## src/rtl/pbit_pkg.sv

```systemverilog
package pbit_pkg;
  localparam int BIAS_W = 8;
  localparam int PROB_W = 8;
  localparam int RNG_W  = 16;
  localparam int CURVE_N = 1 << BIAS_W;

  // saturating S-curve: 128 + 127*x/(|x|+k), exact rails at the extremes
  function automatic logic [PROB_W-1:0] curve_at(input int x, input int k);
    int ax;
    int v;
    if (x <= -(CURVE_N/2)) return '0;
    if (x >= (CURVE_N/2) - 1) return '1;
    ax = (x < 0) ? -x : x;
    v = 128 + (127 * x) / (ax + k);
    return PROB_W'(v);
  endfunction
endpackage

```

## src/rtl/pbit_lfsr.sv

```systemverilog
module pbit_lfsr
  import pbit_pkg::*;
#(
  parameter logic [RNG_W-1:0] SEED = 16'hACE1,
  parameter int OUT_W = PROB_W
) (
  input  logic             clk,
  input  logic             rst,
  output logic [OUT_W-1:0] rnd_o
);
  localparam logic [RNG_W-1:0] START = (SEED == '0) ? RNG_W'(1) : SEED;

  logic [RNG_W-1:0] sreg;
  logic             fb;

  // x^16 + x^14 + x^13 + x^11 + 1
  assign fb = sreg[15] ^ sreg[13] ^ sreg[12] ^ sreg[10];

  always_ff @(posedge clk) begin
    if (rst) sreg <= START;
    else     sreg <= {sreg[RNG_W-2:0], fb};
  end

  assign rnd_o = sreg[RNG_W-1 -: OUT_W];
endmodule

```

## src/rtl/pbit_curve_rom.sv

```systemverilog
module pbit_curve_rom
  import pbit_pkg::*;
#(
  parameter int SLOPE_K = 32
) (
  input  logic [BIAS_W-1:0] bias_i,
  output logic [PROB_W-1:0] prob_o
);
  localparam int TBL_BITS = CURVE_N * PROB_W;

  function automatic logic [TBL_BITS-1:0] build_tbl();
    logic [TBL_BITS-1:0] t;
    t = '0;
    for (int i = 0; i < CURVE_N; i++) begin
      int x;
      x = (i >= CURVE_N/2) ? i - CURVE_N : i;
      t[i*PROB_W +: PROB_W] = curve_at(x, SLOPE_K);
    end
    return t;
  endfunction

  localparam logic [TBL_BITS-1:0] TBL = build_tbl();

  assign prob_o = TBL[bias_i*PROB_W +: PROB_W];
endmodule

```

## src/rtl/pbit_hold_timer.sv

```systemverilog
module pbit_hold_timer #(
  parameter int HOLD_W = 24
) (
  input  logic              clk,
  input  logic              rst,
  input  logic [HOLD_W-1:0] reload_i,
  output logic              fire_o,
  output logic [HOLD_W-1:0] cnt_o
);
  logic [HOLD_W-1:0] cnt_q;

  always_ff @(posedge clk) begin
    if (rst)              cnt_q <= '0;
    else if (cnt_q == '0) cnt_q <= reload_i;
    else                  cnt_q <= cnt_q - 1'b1;
  end

  assign fire_o = (cnt_q == '0);
  assign cnt_o  = cnt_q;
endmodule

```

## src/rtl/pbit_unit.sv

```systemverilog
module pbit_unit
  import pbit_pkg::*;
#(
  parameter logic [RNG_W-1:0] SEED = 16'hACE1,
  parameter int HOLD_W  = 24,
  parameter int SLOPE_K = 32
) (
  input  logic              clk,
  input  logic              rst,
  input  logic [BIAS_W-1:0] bias_in,
  input  logic [HOLD_W-1:0] hold_cycles,
  input  logic              clamp_en,
  input  logic              clamp_val,
  output logic              state_out
);
  logic [PROB_W-1:0] prob;
  logic [PROB_W-1:0] rnd;
  logic              fire;
  logic [HOLD_W-1:0] cnt_q;
  logic              draw;
  logic              state_q;

  pbit_lfsr #(.SEED(SEED), .OUT_W(PROB_W)) u_rng (
    .clk(clk), .rst(rst), .rnd_o(rnd)
  );

  pbit_curve_rom #(.SLOPE_K(SLOPE_K)) u_curve (
    .bias_i(bias_in), .prob_o(prob)
  );

  pbit_hold_timer #(.HOLD_W(HOLD_W)) u_timer (
    .clk(clk), .rst(rst), .reload_i(hold_cycles),
    .fire_o(fire), .cnt_o(cnt_q)
  );

  // full-scale probability counts as certain
  always_comb begin
    if (clamp_en) draw = clamp_val;
    else          draw = (prob == '1) || (prob > rnd);
  end

  always_ff @(posedge clk) begin
    if (rst)       state_q <= 1'b0;
    else if (fire) state_q <= draw;
  end

  assign state_out = state_q;
endmodule

```

## config.mk

```make
export PLATFORM = sky130hd
export DESIGN_NAME = pbit_unit
export DESIGN_NICKNAME = d
export VERILOG_FILES = /design/src/rtl/pbit_pkg.sv /design/src/rtl/pbit_lfsr.sv /design/src/rtl/pbit_curve_rom.sv /design/src/rtl/pbit_hold_timer.sv /design/src/rtl/pbit_unit.sv
export SDC_FILE = /design/constraint.sdc
export NUM_CORES = 1
export LEC_CHECK = 0
export BUFFER_PORTS_ARGS = -buffer_cell sky130_fd_sc_hd__buf_2
export CAP_MARGIN = 15
export CELL_PAD_IN_SITES_DETAIL_PLACEMENT = 0
export CELL_PAD_IN_SITES_GLOBAL_PLACEMENT = 1
export CORE_MARGIN = 1.5
export CORE_UTILIZATION = 45
export CTS_BUF_LIST = sky130_fd_sc_hd__clkbuf_8
export DETAILED_ROUTE_END_ITERATION = 7
export PLACE_DENSITY = 0.92
export RECOVER_POWER = 50
export SLEW_MARGIN = 20
export SYNTH_ARGS = -nofsm -noshare
export SYNTH_HDL_FRONTEND = slang
export SYNTH_SLANG_ARGS = --single-unit
export TNS_END_PERCENT = 5
```

## constraint.sdc

```tcl
create_clock -name clk -period 4.2 [get_ports clk]
set_input_delay 0.21 -clock clk [delete_from_list [all_inputs] [get_ports clk]]
set_output_delay 0.21 -clock clk [all_outputs]
set_load 0.03 [all_outputs]
```

* After elaboration in Yosys (flattened, before gate mapping)
Cells that the tools add are included.
Widths: inputs -> output; s select.
** Word-level totals
- Output and inout port bits :: 1
- Register bits :: 41
- Bits of input ports :: 36
- Word-level logic and storage cells :: 14
** Operators by class
- Muxes and demuxes :: 2
- Equal/unequal tests :: 1
- Add/sub/neg operators :: 1
- $lt $le $gt $ge :: 1
- Bitwise operators :: 3
- Reduce and logical (&&, ||, !) cells :: 2
- Shift-type cells :: 1
** Operators with widths (number)
- $shiftx 2048x12->8 const A :: 1
- $logic_not 24->1 :: 1
- $mux 24 :: 1
- $sub 24x1->24 const B :: 1
- $eq 8x8->1 const B :: 1
- $gt 8x8->1 :: 1
- $xor 1x1->1 :: 3
- $logic_or 1x1->1 :: 1
- $mux 1 :: 1

* Logic depth before layout (Yosys ltp)
Gate-level depths: netlist of run 1.
- Depth in word-level cells :: 4
- Gate-level depth with buffers :: 18
- Mapped depth without buffers :: 16

* Hierarchy
A second synthesis of run 1 with hierarchy kept.
** Second synthesis, totals
- Cell total of the unflattened synthesis :: 489
- Area total of the unflattened synthesis :: 3782.4 sq um
** By module, submodules not included
- pbit_curve_rom :: area an instance 1699.1 sq um, instances 1, cells an instance 259, sequential area each 0.0 sq um
- pbit_hold_timer :: area an instance 1285.0 sq um, instances 1, cells an instance 148, sequential area each 480.5 sq um
- pbit_lfsr :: area an instance 514.2 sq um, instances 1, cells an instance 44, sequential area each 320.3 sq um
- pbit_unit :: area an instance 284.0 sq um, instances 1, cells an instance 38, sequential area each 20.0 sq um

* Worst setup path before layout of run 1
Ideal clock, no wire load.
- Kind :: input -> register
- From :: in bias_in[1]
- To :: reg state_q, in the netlist state_out
- Data required time :: 4.075 ns
- Setup time :: 0.125 ns
- Stages :: 16
- Buffers on the path :: 2
- Arrival :: 2.927 ns
- Path slack :: 1.148 ns
- Path through :: clkbuf_1 -> inv_1 -> ha_1 -> clkbuf_1 -> mux2i_1 -> o221ai_1 -> a31oi_1 -> o211ai_1 -> ha_1 -> nor2b_1 -> o21ai_0 -> nand2b_1 -> a21oi_1 -> o21ai_0 -> a221oi_1 -> o22ai_1
** Between the ends
- Longest elaborated chain between the ends :: 4
- Elaborated cells on any way between the ends :: 5
- Classes of those cells :: order compare (1); eq/ne (1); shift (1); mux (1); reduce/logical (1)
** RTL lines
- start: declaration :: line pbit_unit.sv:10 : input logic [BIAS_W-1:0] bias_in,
- $shiftx 2048x12->8 (*) :: line pbit_curve_rom.sv:24 : assign prob_o = TBL[bias_i*PROB_W +: PROB_W];
- $gt 8x8->1 or $eq 8x8->1 (tied branches) :: line pbit_unit.sv:39 : else draw = (prob == '1) || (prob > rnd);
- $logic_or 1x1->1 (*) :: line pbit_unit.sv:39
- $mux 1 (*) :: line pbit_unit.sv:38 : if (clamp_en) draw = clamp_val;
- end signal: assignment :: line pbit_unit.sv:44 : else if (fire) state_q <= draw;
- end: declaration :: line pbit_unit.sv:21 : logic state_q;
Every way passes the cells marked *; elsewhere a longest branch is shown, timed or not.
A chain may end at the register's enable or synchronous reset.

* Worst setup path in the final report of run 1
Ends and elaborated chain as after synthesis.

==> flow_summary.yaml, run 1 <==
grt:
  overflow: 0
  grt_pass1_wl_um: 15400
  grt-busiest-layer: "met2"
  use_met3: 0.0327
  grt_max_degree: 45
  first_global_vias: 3195
  track_usage: 0.226
  grtUsageMet1: 0.312
  antenna_found_initial: 0
  grt.met2_usage: 0.357
power_and_ir_drop:
  leakagePower_nw: 1.49
  powerDensity_nw_per_um2: 400
  p_clk_frac: 0.172
  netSwitchingFraction: 0.395
  cellInternalPower_mw: 0.916
  comb_power_share: 0.467
  ir_worst_vdd_uv: 175
  power_frac_seq: 0.361
  p_sw_mw: 0.599
layout:
  fin_util: 0.514
  nets: 544
  area_growth_pct: 8.66
  instances_no_fill: 590
  post-route-cell-area_um2: 3780
  diodes: 0
  drive_gt1_frac: 0.138
timing:
  tightest_slew_ns: 1.74
  fin_ws_ns: 0.821
  rsz0062_at_grt: "false"
  fmax_mhz: 296
  finalCriticalPeriod_ns: 3.38
  hold_viol: 0
  final.period_utilization: 0.805
  finalSetupViolations: 0
  fin_worst_skew_ns: 0.00970
  timing.setup.tns_ns: 0
  maxSlewViolCount: 43
  maxSlewHeadroom: -0.159
setup_path:
  start_kind: "input port"
  r2r_end: "state_out$_SDFFE_PP0P_"
  ff2ff_path_depth: 6
  rrSetupSlack_ns: 1.11
  critPathMostFrequentCell: "a21oi_1"
  crit_slowest_cell: "mux4_2"
  cp-end-kind: "flop"
  worstPathCellList: "buf_2 > inv_1 > ha_1 > nand2b_1 > nor2_1 > a21oi_1 > a211oi_1 > a21oi_1 > mux4_2 > ha_1 > o21ai_0 > nand2b_1 > a21oi_1 > o21ai_0 > a221oi_1 > o22ai_1"
  reg2reg_from: "u_timer.cnt_o[6]$_SDFF_PP0_"
  max_stage_delay_ns: 0.46
  crit_fanout: 21
  cp_top_family: "compound AO/OA/AOI/OAI gates"
  cp.arrival_ns: 3.55
  path_buf_inv: 2
  cp_data_required_time_ns: 4.37
  critPathKind: "input port to flop"
clock_tree:
  clockRootBuffer: "clkbuf_8"
  post-cts-setup-buffers: 0
  clkTransAtPathRegs_ns: 0.08
  ctsResizeCount: 0
  cts_made_buffers: 5
  cts_tree: "built"
  hold_buffers: 0
  cts_buffer_depth: 2
  insertion_delay_ns: 0.29
  clock_sinks: 41
  h-tree-depth: 2
synth:
  ys_async_sr_fraction: 0
  netlist_instances: 478
  avgSynthCellArea_um2: 7.29
  synth-seq-area-share: 0.236
  synth_nets: 531
  synth_cell_types: 58
  synth-edff-count: 0
  syn-cell-area_um2: 3480
  synth_seq_cells: 41
  synth_warnings: 0
  ys.flop_type: "dfxtp_1"
routing:
  wl_um: 9430
  vias_per_cell: 6.03
  drt-pass1-iter-count: 5
  drt_iter0_drc: 440
  post_drt_wl_per_cell_um: 16.0
  dr_total_vias: 3556
  drt_drc_violations_left: 0
  ant_nets: 0
min_path:
  min_delay_path_depth: 3
  whs_endpoint: "u_timer.cnt_o[17]$_SDFF_PP0_"
  hp-start: "hold_cycles[17]"
  hp-class: "input port to flop"
run:
  maxCapViolCount: 1
die:
  die_y_um: 91.0
  coreArea_um2: 7370
  rows: 31
  start_util: 0.473
  io_pins: 37
  die-area_um2: 8280
  die_w_um: 91.0
placed_design:
  gp_congestion: 0.982
  dp_slack_ns: 0.538
  dp_cells: 583
  port-buffer-count: 36
  placed_cell_area_um2: 3700
  dp_hpwl_um: 6750
outcome:
  violations: "max-capacitance violations, max-slew violations"
  status: "complete, but fails checks"
[cell families after synthesis]
logic type,synth area share
adders and majority gates,0.0611
xor gates and xnor gates,0.0478
AOI/OAI and AO/OA,0.277
DFF,0.236
buffers and inverters,0.0636
muxes,0.0431
and+or+nand+nor,0.272
[power by group through the flow]
stage / sequential [mW] / clock, mW / combinational, mW
finish: 0.548 / 0.261 / 0.707
global route: 0.560 / 0.286 / 0.795
CTS: 0.547 / 0.271 / 0.712
detailed placement: 0.556 / 0 / 0.707
global placement: 0.553 / 0 / 0.690
floorplan: 0.548 / 0 / 0.567
[sequential cells by signal, summed over array words and instances, names as in the netlist]
signal and flops:
state_out 1, u_rng.sreg 16, u_timer.cnt_o 24
[final cells by class]
class | instances | area [µm²]
clock buffer | 6 | 82.6
multi-input combinational | 379 | 2440
tap | 99 | 124
inverter | 20 | 75.1
timing repair buffer | 44 | 238
clock inverter | 1 | 7.51
fill | 735 | 3580
sequential | 41 | 821
[tightest hold or removal path, cell delays in order]
cell,delay [ns]
buf_2,0.07
o21ai_0,0.07
nor2_1,0.07
[metrics by stage]
stage / hold WS (ns) / power (mW)
6_report: 0.162 / 1.52
5_1_grt: 0.198 / 1.64
4_1_cts: 0.160 / 1.53
3_5_place_dp: 0.404 / 1.26
3_3_place_gp: 0.398 / 1.24
2_1_floorplan: 0.377 / 1.12
[how the worst max path moves through the flow]
| stage | start | to | slack (ns) | cells past startpoint |
|---|---|---|---|---|
| 5_1_grt | bias_in[1] | state_out$_SDFFE_PP0P_ | 0.52 | 17 |
| 4_1_cts | bias_in[1] | state_out$_SDFFE_PP0P_ | 0.85 | 16 |
| 3_3_place_gp | bias_in[1] | state_out$_SDFFE_PP0P_ | 0.66 | 14 |
| 2_1_floorplan | bias_in[1] | state_out$_SDFFE_PP0P_ | 1.15 | 16 |
| 6_report | bias_in[1] | state_out$_SDFFE_PP0P_ | 0.82 | 16 |
| 3_5_place_dp | bias_in[1] | state_out$_SDFFE_PP0P_ | 0.54 | 16 |
[cell usage in the layout (no fill, tap or decap), drive strengths merged, types with 10 or more instances in the layout]
| cell type | Yosys | final |
|---|---|---|
| xnor2 | 14 | 14 |
| nand2b | 13 | 13 |
| a211oi | 19 | 19 |
| inv | 17 | 17 |
| a21oi | 39 | 39 |
| nand2 | 33 | 33 |
| nor3 | 23 | 23 |
| buf | 9 | 42 |
| nor2b | 12 | 12 |
| dfxtp | 41 | 41 |
| o21ai | 27 | 27 |
| nor2 | 58 | 58 |
| ha | 17 | 17 |
| or2 | 10 | 10 |
[cell usage after synthesis, types with 4 or more instances]
master	count	share of area
nor2_1	58	0.063
dfxtp_1	41	0.24
a21oi_1	39	0.056
nand2_1	33	0.036
clkbuf_1	29	0.031
o21ai_0	27	0.039
nor3_1	23	0.033
a211oi_1	19	0.041
ha_1	17	0.061
inv_1	17	0.018
xnor2_1	14	0.035
nand2b_1	13	0.023
nor2b_1	12	0.022
or2_2	10	0.018
o211ai_1	9	0.019
nor4_1	7	0.013
or3_1	7	0.013
a31oi_1	6	0.011
buf_1	6	0.0065
mux2i_1	6	0.017
o22ai_1	5	0.0090
xor2_1	5	0.013
mux4_2	4	0.026
nand4_1	4	0.0072
o31ai_1	4	0.0086
[routing by layer]
layer	part of all wire	wire [µm]	vias to the layer above
met5	0	0	-
met4	0.021	195	0
met3	0.077	722	18
met2	0.46	4380	173
met1	0.44	4130	1606
li1	-	-	1759
Power figures use the tool's default switching activity.
==> run 2: changes to the inputs <==
--- a/config.mk
+++ b/config.mk
@@ -10,10 +10,10 @@
 export CELL_PAD_IN_SITES_DETAIL_PLACEMENT = 0
 export CELL_PAD_IN_SITES_GLOBAL_PLACEMENT = 1
 export CORE_MARGIN = 1.5
-export CORE_UTILIZATION = 45
+export CORE_UTILIZATION = 40
 export CTS_BUF_LIST = sky130_fd_sc_hd__clkbuf_8
 export DETAILED_ROUTE_END_ITERATION = 7
-export PLACE_DENSITY = 0.92
+export PLACE_DENSITY = 0.87
 export RECOVER_POWER = 50
 export SLEW_MARGIN = 20
 export SYNTH_ARGS = -nofsm -noshare
==> constraint.sdc (replaced) <==
create_clock -name clk -period 2.9 [get_ports clk]
set_input_delay 0.145 -clock clk [delete_from_list [all_inputs] [get_ports clk]]
set_output_delay 0.145 -clock clk [all_outputs]
set_load 0.03 [all_outputs]
==> run 2 against run 1 <==
The run still ends with max-capacitance violations, max-slew violations left. Count of clock-buffer cells in the layout is the same. Final cell count increased by 15%. Sequential share of layout area is 3.5 points lower. Non-clock buffer count rose by 80. Via count rose by 9.6%. Sequential power is 45% higher. Combinational power rose by 68%. Worst setup slack got worse by 0.65 ns. Critical endpoint unchanged. Largest power group unchanged. Highest routed layer unchanged.
==> flow_summary.yaml, run 2 (synthesis gave the netlist of run 1 again) <==
timing:
  tightest_slew_ns: 1.77
  fin_worst_skew_ns: 0.0111
  fin_worst_hold_slack_ns: 0.103
  finalCriticalPeriod_ns: 2.73
  hold_viol: 0
  maxSlewHeadroom: -0.179
  finalSetupViolations: 0
  maxSlewViolCount: 43
  final.period_utilization: 0.942
  fmax_mhz: 366
die:
  rows: 33
  start_util: 0.418
  die_w_um: 96.3
  die-area_um2: 9280
  die_y_um: 96.3
  coreArea_um2: 8340
  io_pins: 37
power_and_ir_drop:
  leakagePower_nw: 1.91
  ir_worst_vdd_uv: 258
  powerDensity_nw_per_um2: 528
grt:
  grt.met2_usage: 0.393
  antenna_found_initial: 0
  grtUsageMet1: 0.313
  grt_max_degree: 43
  track_usage: 0.239
  grt_pass1_wl_um: 17300
  use_met3: 0.0355
  grt-busiest-layer: "met2"
  first_global_vias: 3550
  overflow: 0
layout:
  nFillCells: 828
  final_cell_mix: "buf_4, nor2_1, dfxtp_1"
  nets: 624
  diodes: 0
  drive_gt1_frac: 0.294
  largest_register_ffs: 24
  area_growth_pct: 29.4
  ff_latch_area_um2: 821
  fin_util: 0.541
  final_common_cell: "buf_4"
  multi_input_area_um2: 2520
clock_tree:
  clockRootBuffer: "clkbuf_8"
  hold_buffers: 0
  h-tree-depth: 2
  clkTransAtPathRegs_ns: 0.08
  cts_tree: "built"
  insertion_delay_ns: 0.30
  cts_buffer_depth: 2
  clock_sinks: 41
  cts_made_buffers: 5
setup_path:
  path_buf_inv: 3
  worstPathCellList: "buf_2 > inv_1 > ha_2 > buf_4 > nor2_1 > a31o_2 > a211oi_1 > a21oi_1 > mux4_2 > ha_1 > nand4_1 > nor2_1 > nor2_1 > a221oi_1 > o22ai_1"
  cp_data_required_time_ns: 3.08
  reg2reg_from: "u_timer.cnt_o[6]$_SDFF_PP0_"
  ff2ff_path_depth: 7
  cp.arrival_ns: 2.91
  max_stage_delay_ns: 0.51
  rrSetupSlack_ns: 0.20
  start_kind: "input port"
  r2r_end: "u_timer.cnt_o[22]$_SDFF_PP0_"
  critPathMostFrequentCell: "nor2_1"
  critPathKind: "input port to flop"
  crit_slowest_cell: "mux4_2"
  cp_top_family: "compound AO/OA/AOI/OAI gates"
  cp-end-kind: "flop"
  crit_fanout: 6
min_path:
  hp-start: "hold_cycles[10]"
  hp-class: "input port to flop"
  min_delay_path_depth: 3
  whs_endpoint: "u_timer.cnt_o[10]$_SDFF_PP0_"
routing:
  drt_drc_violations_left: 0
  ant_nets: 0
  wl_um: 10900
  dr_total_vias: 3899
  drt_iter0_drc: 285
  post_drt_wl_per_cell_um: 16.1
  vias_per_cell: 5.76
  drt-pass1-iter-count: 5
placed_design:
  gp_congestion: 0.952
  port-buffer-count: 36
  dp_hpwl_um: 8310
outcome:
  status: "complete, but fails checks"
  violations: "max-capacitance violations, max-slew violations"
run:
  maxCapViolCount: 1
-- run 2: changes by cell type in the layout (fill, tap and decap cells not counted), sizes merged --
| cell | delta |
|---|---|
| buf | +78 |
| clkbuf | +2 |
| clkinv | +2 |
| clkinvlp | -1 |
-- run 2: worst max-delay path by stage --
stage	from	end	slack, ns	depth (start not counted)
2_1_floorplan	bias_in[1]	state_out$_SDFFE_PP0P_	0.008	16
3_3_place_gp	bias_in[2]	state_out$_SDFFE_PP0P_	-0.17	14
3_5_place_dp	bias_in[1]	state_out$_SDFFE_PP0P_	-0.22	16
4_1_cts	bias_in[1]	state_out$_SDFFE_PP0P_	0.07	16
5_1_grt	bias_in[1]	state_out$_SDFFE_PP0P_	-0.01	17
6_report	bias_in[0]	state_out$_SDFFE_PP0P_	0.17	15
-- run 2: layout make-up --
cell class	count	area share
inverters	20	0.0167
well taps	105	0.0291
clock inverters	2	0.00305
flip-flops and latches	41	0.182
clock buffers	6	0.0183
repair buffers	124	0.193
multi-input cells	379	0.558
-- run 2: report_power, final --
group          leakage, nW  internal, mW  total, mW  switching (mW)
sequential           0.338         0.690      0.796           0.106
clock               0.0512         0.193      0.396           0.203
combinational         1.52         0.570       1.19           0.617
total                 1.91          1.45       2.38           0.927
-- run 2: what timing repair did --
| action | 4_1_cts | 5_1_grt |
|---|---|---|
| setup endpoints to repair | 0 | 1 |
| resized for setup | 0 | 27 |
| endpoints found under the hold margin | 0 | 0 |
| setup buffers | 0 | 1 |
-- run 2: through the flow --
stage	power, mW	cells	instance area [µm²]	TNS [ns]	setup slack (ns)
final	2.38	677	4510	0	0.169
after global routing	2.56	677	4510	-0.0148	-0.0148
after CTS	2.36	676	4420	0	0.0742
after detailed placement	1.96	668	4330	-0.216	-0.216
after global placement	1.93	668	4330	-0.167	-0.167
after floorplan	1.62	478	3490	0	0.00777
-- run 2: metal layers --
| metal | wire length [µm] | vias to the layer above |
|---|---|---|
| met5 | 0 | - |
| met4 | 308 | 0 |
| met3 | 554 | 27 |
| met2 | 5120 | 133 |
| met1 | 4900 | 1824 |
| li1 | - | 1915 |
-- run 2: worst min-delay path: stages --
cell and delay [ns]:
buf_2 0.07, nor2_1 0.03, nor3_1 0.10
==> run 3: changes to the inputs <==
--- a/config.mk
+++ b/config.mk
@@ -10,10 +10,10 @@
 export CELL_PAD_IN_SITES_DETAIL_PLACEMENT = 0
 export CELL_PAD_IN_SITES_GLOBAL_PLACEMENT = 1
 export CORE_MARGIN = 1.5
-export CORE_UTILIZATION = 40
-export CTS_BUF_LIST = sky130_fd_sc_hd__clkbuf_8
+export CORE_UTILIZATION = 45
+export CTS_BUF_LIST = sky130_fd_sc_hd__clkbuf_4 sky130_fd_sc_hd__clkbuf_8
 export DETAILED_ROUTE_END_ITERATION = 7
-export PLACE_DENSITY = 0.87
+export PLACE_DENSITY = 0.92
 export RECOVER_POWER = 50
 export SLEW_MARGIN = 20
 export SYNTH_ARGS = -nofsm -noshare
==> constraint.sdc (replaced) <==
create_clock -name clk -period 2.7 [get_ports clk]
set_input_delay 0.135 -clock clk [delete_from_list [all_inputs] [get_ports clk]]
set_output_delay 0.135 -clock clk [all_outputs]
set_load 0.03 [all_outputs]
==> run 3 against run 2 <==
The run still ends with max-capacitance violations, max-slew violations left. Combinational power rose by 11%. Count of clock-buffer cells in the layout fell by 1. Register-to-register slack got worse by 0.08 ns. Worst setup slack got worse by 0.17 ns. Global-route usage rose by 1.9 points. Total power rose by 17%. Die area fell by 11%. Utilization rose by 9.3 points. Sequential cell count did not move. Critical path depth rose by 1. Final cell count rose by 0.15%.
==> flow_summary.yaml, run 3 (synthesis gave the netlist of run 1 again) <==
outcome:
  status: "complete, but fails checks"
  violations: "max-capacitance violations, max-slew violations"
layout:
  post-route-cell-area_um2: 4670
  fin_util: 0.634
  final_common_cell: "buf_4"
  ff_latch_area_um2: 821
  multi_input_area_um2: 2560
  nets: 631
  area_growth_pct: 34.1
  diodes: 0
  largest_register_ffs: 24
  nFillCells: 671
  final_cell_mix: "buf_4, nor2_1, dfxtp_1"
  drive_gt1_frac: 0.313
timing:
  maxSlewHeadroom: -0.189
  final.period_utilization: 0.999
  fin_worst_skew_ns: 0.00624
  fmax_mhz: 371
  finalSetupViolations: 0
  finalCriticalPeriod_ns: 2.70
  hold_viol: 0
  timing.setup.tns_ns: 0
  tightest_slew_ns: 1.78
  maxSlewViolCount: 43
power_and_ir_drop:
  p_clk_frac: 0.218
  ir_worst_vdd_uv: 373
  p_sw_mw: 1.04
  cellInternalPower_mw: 1.75
  powerDensity_nw_per_um2: 597
  netSwitchingFraction: 0.372
  power_frac_seq: 0.307
  comb_power_share: 0.474
  leakagePower_nw: 1.97
grt:
  antenna_found_initial: 0
  grt_pass1_wl_um: 17500
  track_usage: 0.259
  overflow: 0
  first_global_vias: 3700
  grt_max_degree: 43
clock_tree:
  cts_buffer_depth: 2
  clock_sinks: 41
  cts_tree: "built"
  clkTransAtPathRegs_ns: 0.09
  h-tree-depth: 2
  insertion_delay_ns: 0.30
  cts_made_buffers: 5
  hold_buffers: 0
  clockRootBuffer: "clkbuf_8"
setup_path:
  r2r_end: "u_timer.cnt_o[13]$_SDFF_PP0_"
  cp_data_required_time_ns: 2.90
  cp-end-kind: "flop"
  start_kind: "input port"
  reg2reg_from: "u_timer.cnt_o[3]$_SDFF_PP0_"
  crit_path_end: "state_out$_SDFFE_PP0P_"
  cp.arrival_ns: 2.89
  crit_fanout: 5
  critPathKind: "input port to flop"
  rrSetupSlack_ns: 0.12
  ff2ff_path_depth: 6
  crit_start: "bias_in[1]"
routing:
  dr_total_vias: 3991
  ant_nets: 0
  vias_per_cell: 5.89
  wl_um: 10900
  drt_iter0_drc: 372
  post_drt_wl_per_cell_um: 16.0
  drt-pass1-iter-count: 6
  drt_drc_violations_left: 0
die:
  die_y_um: 91.0
  die_w_um: 91.0
  rows: 31
  coreArea_um2: 7370
  die-area_um2: 8280
  start_util: 0.473
  io_pins: 37
placed_design:
  port-buffer-count: 36
  gp_congestion: 1.03
  dp_hpwl_um: 7950
  placed_cell_area_um2: 4400
run:
  maxCapViolCount: 1
min_path:
  hp-class: "input port to flop"
-- run 3: cell types whose count changed in the layout (fill, tap and decap cells not counted), moves of 3 or more --
cell | previous run | this run
o21ai_0 | 24 | 21
o21ai_1 | 2 | 5
ha_1 | 14 | 10
ha_4 | 0 | 3
buf_4 | 86 | 92
-- run 3: critical path: stages --
cell and delay (ns):
buf_4 0.10, inv_4 0.04, buf_4 0.15, ha_2 0.17, or2_4 0.24, a21boi_1 0.14
mux4_2 0.51, a21oi_2 0.15, mux4_2 0.27, ha_4 0.20, o21ai_2 0.05, nand2b_1 0.07
a21oi_1 0.20, o21ai_1 0.13, a221oi_2 0.25, o22ai_1 0.10
-- run 3: final cells by class --
type,instances,area share
clock buffer,5,0.0147
inverter,20,0.0166
clock inverter,3,0.0147
tap,99,0.0265
multi-input combinational,379,0.548
sequential,41,0.176
timing repair buffer,131,0.203
-- run 3: worst min path at each step --
stage | startpoint | end | slack (ns) | depth (start not counted)
floorplan | hold_cycles[17] | u_timer.cnt_o[17]$_SDFF_PP0_ | 0.30 | 2
global placement | hold_cycles[17] | u_timer.cnt_o[17]$_SDFF_PP0_ | 0.39 | 3
detailed placement | hold_cycles[17] | u_timer.cnt_o[17]$_SDFF_PP0_ | 0.40 | 3
CTS | hold_cycles[17] | u_timer.cnt_o[17]$_SDFF_PP0_ | 0.08 | 3
global route | hold_cycles[17] | u_timer.cnt_o[17]$_SDFF_PP0_ | 0.08 | 3
finish | hold_cycles[17] | u_timer.cnt_o[17]$_SDFF_PP0_ | 0.08 | 3
-- run 3: timing repair --
action,4_1_cts,5_1_grt
gates resized for setup,4,32
pin swaps,0,12
setup buffers,0,1
setup endpoints to repair,1,1
-- run 3: power by group through the flow --
stage / Clock [mW] / Combinational, mW / Sequential, mW
finish: 0.608 / 1.32 / 0.856
global route: 0.636 / 1.46 / 0.877
CTS: 0.615 / 1.29 / 0.853
detailed placement: 0 / 1.26 / 0.865
global placement: 0 / 1.24 / 0.858
floorplan: 0 / 0.889 / 0.853
-- run 3: per-stage QoR --
| step | worst slack, ns | hold slack (ns) | total power [mW] | std cells |
|---|---|---|---|---|
| final | 0.00263 | 0.0792 | 2.79 | 678 |
| after global routing | -0.139 | 0.0788 | 2.98 | 678 |
| after CTS | 0.00491 | 0.0777 | 2.75 | 677 |
| after detailed placement | -0.398 | 0.396 | 2.13 | 669 |
| after global placement | -0.311 | 0.391 | 2.09 | 669 |
| after floorplan | 0.00942 | 0.302 | 1.74 | 478 |
-- run 3: layer usage --
metal,track usage,share of wire
met5,0,0
met4,0.103,0.032
met3,0.0385,0.078
met2,0.412,0.46
met1,0.349,0.43
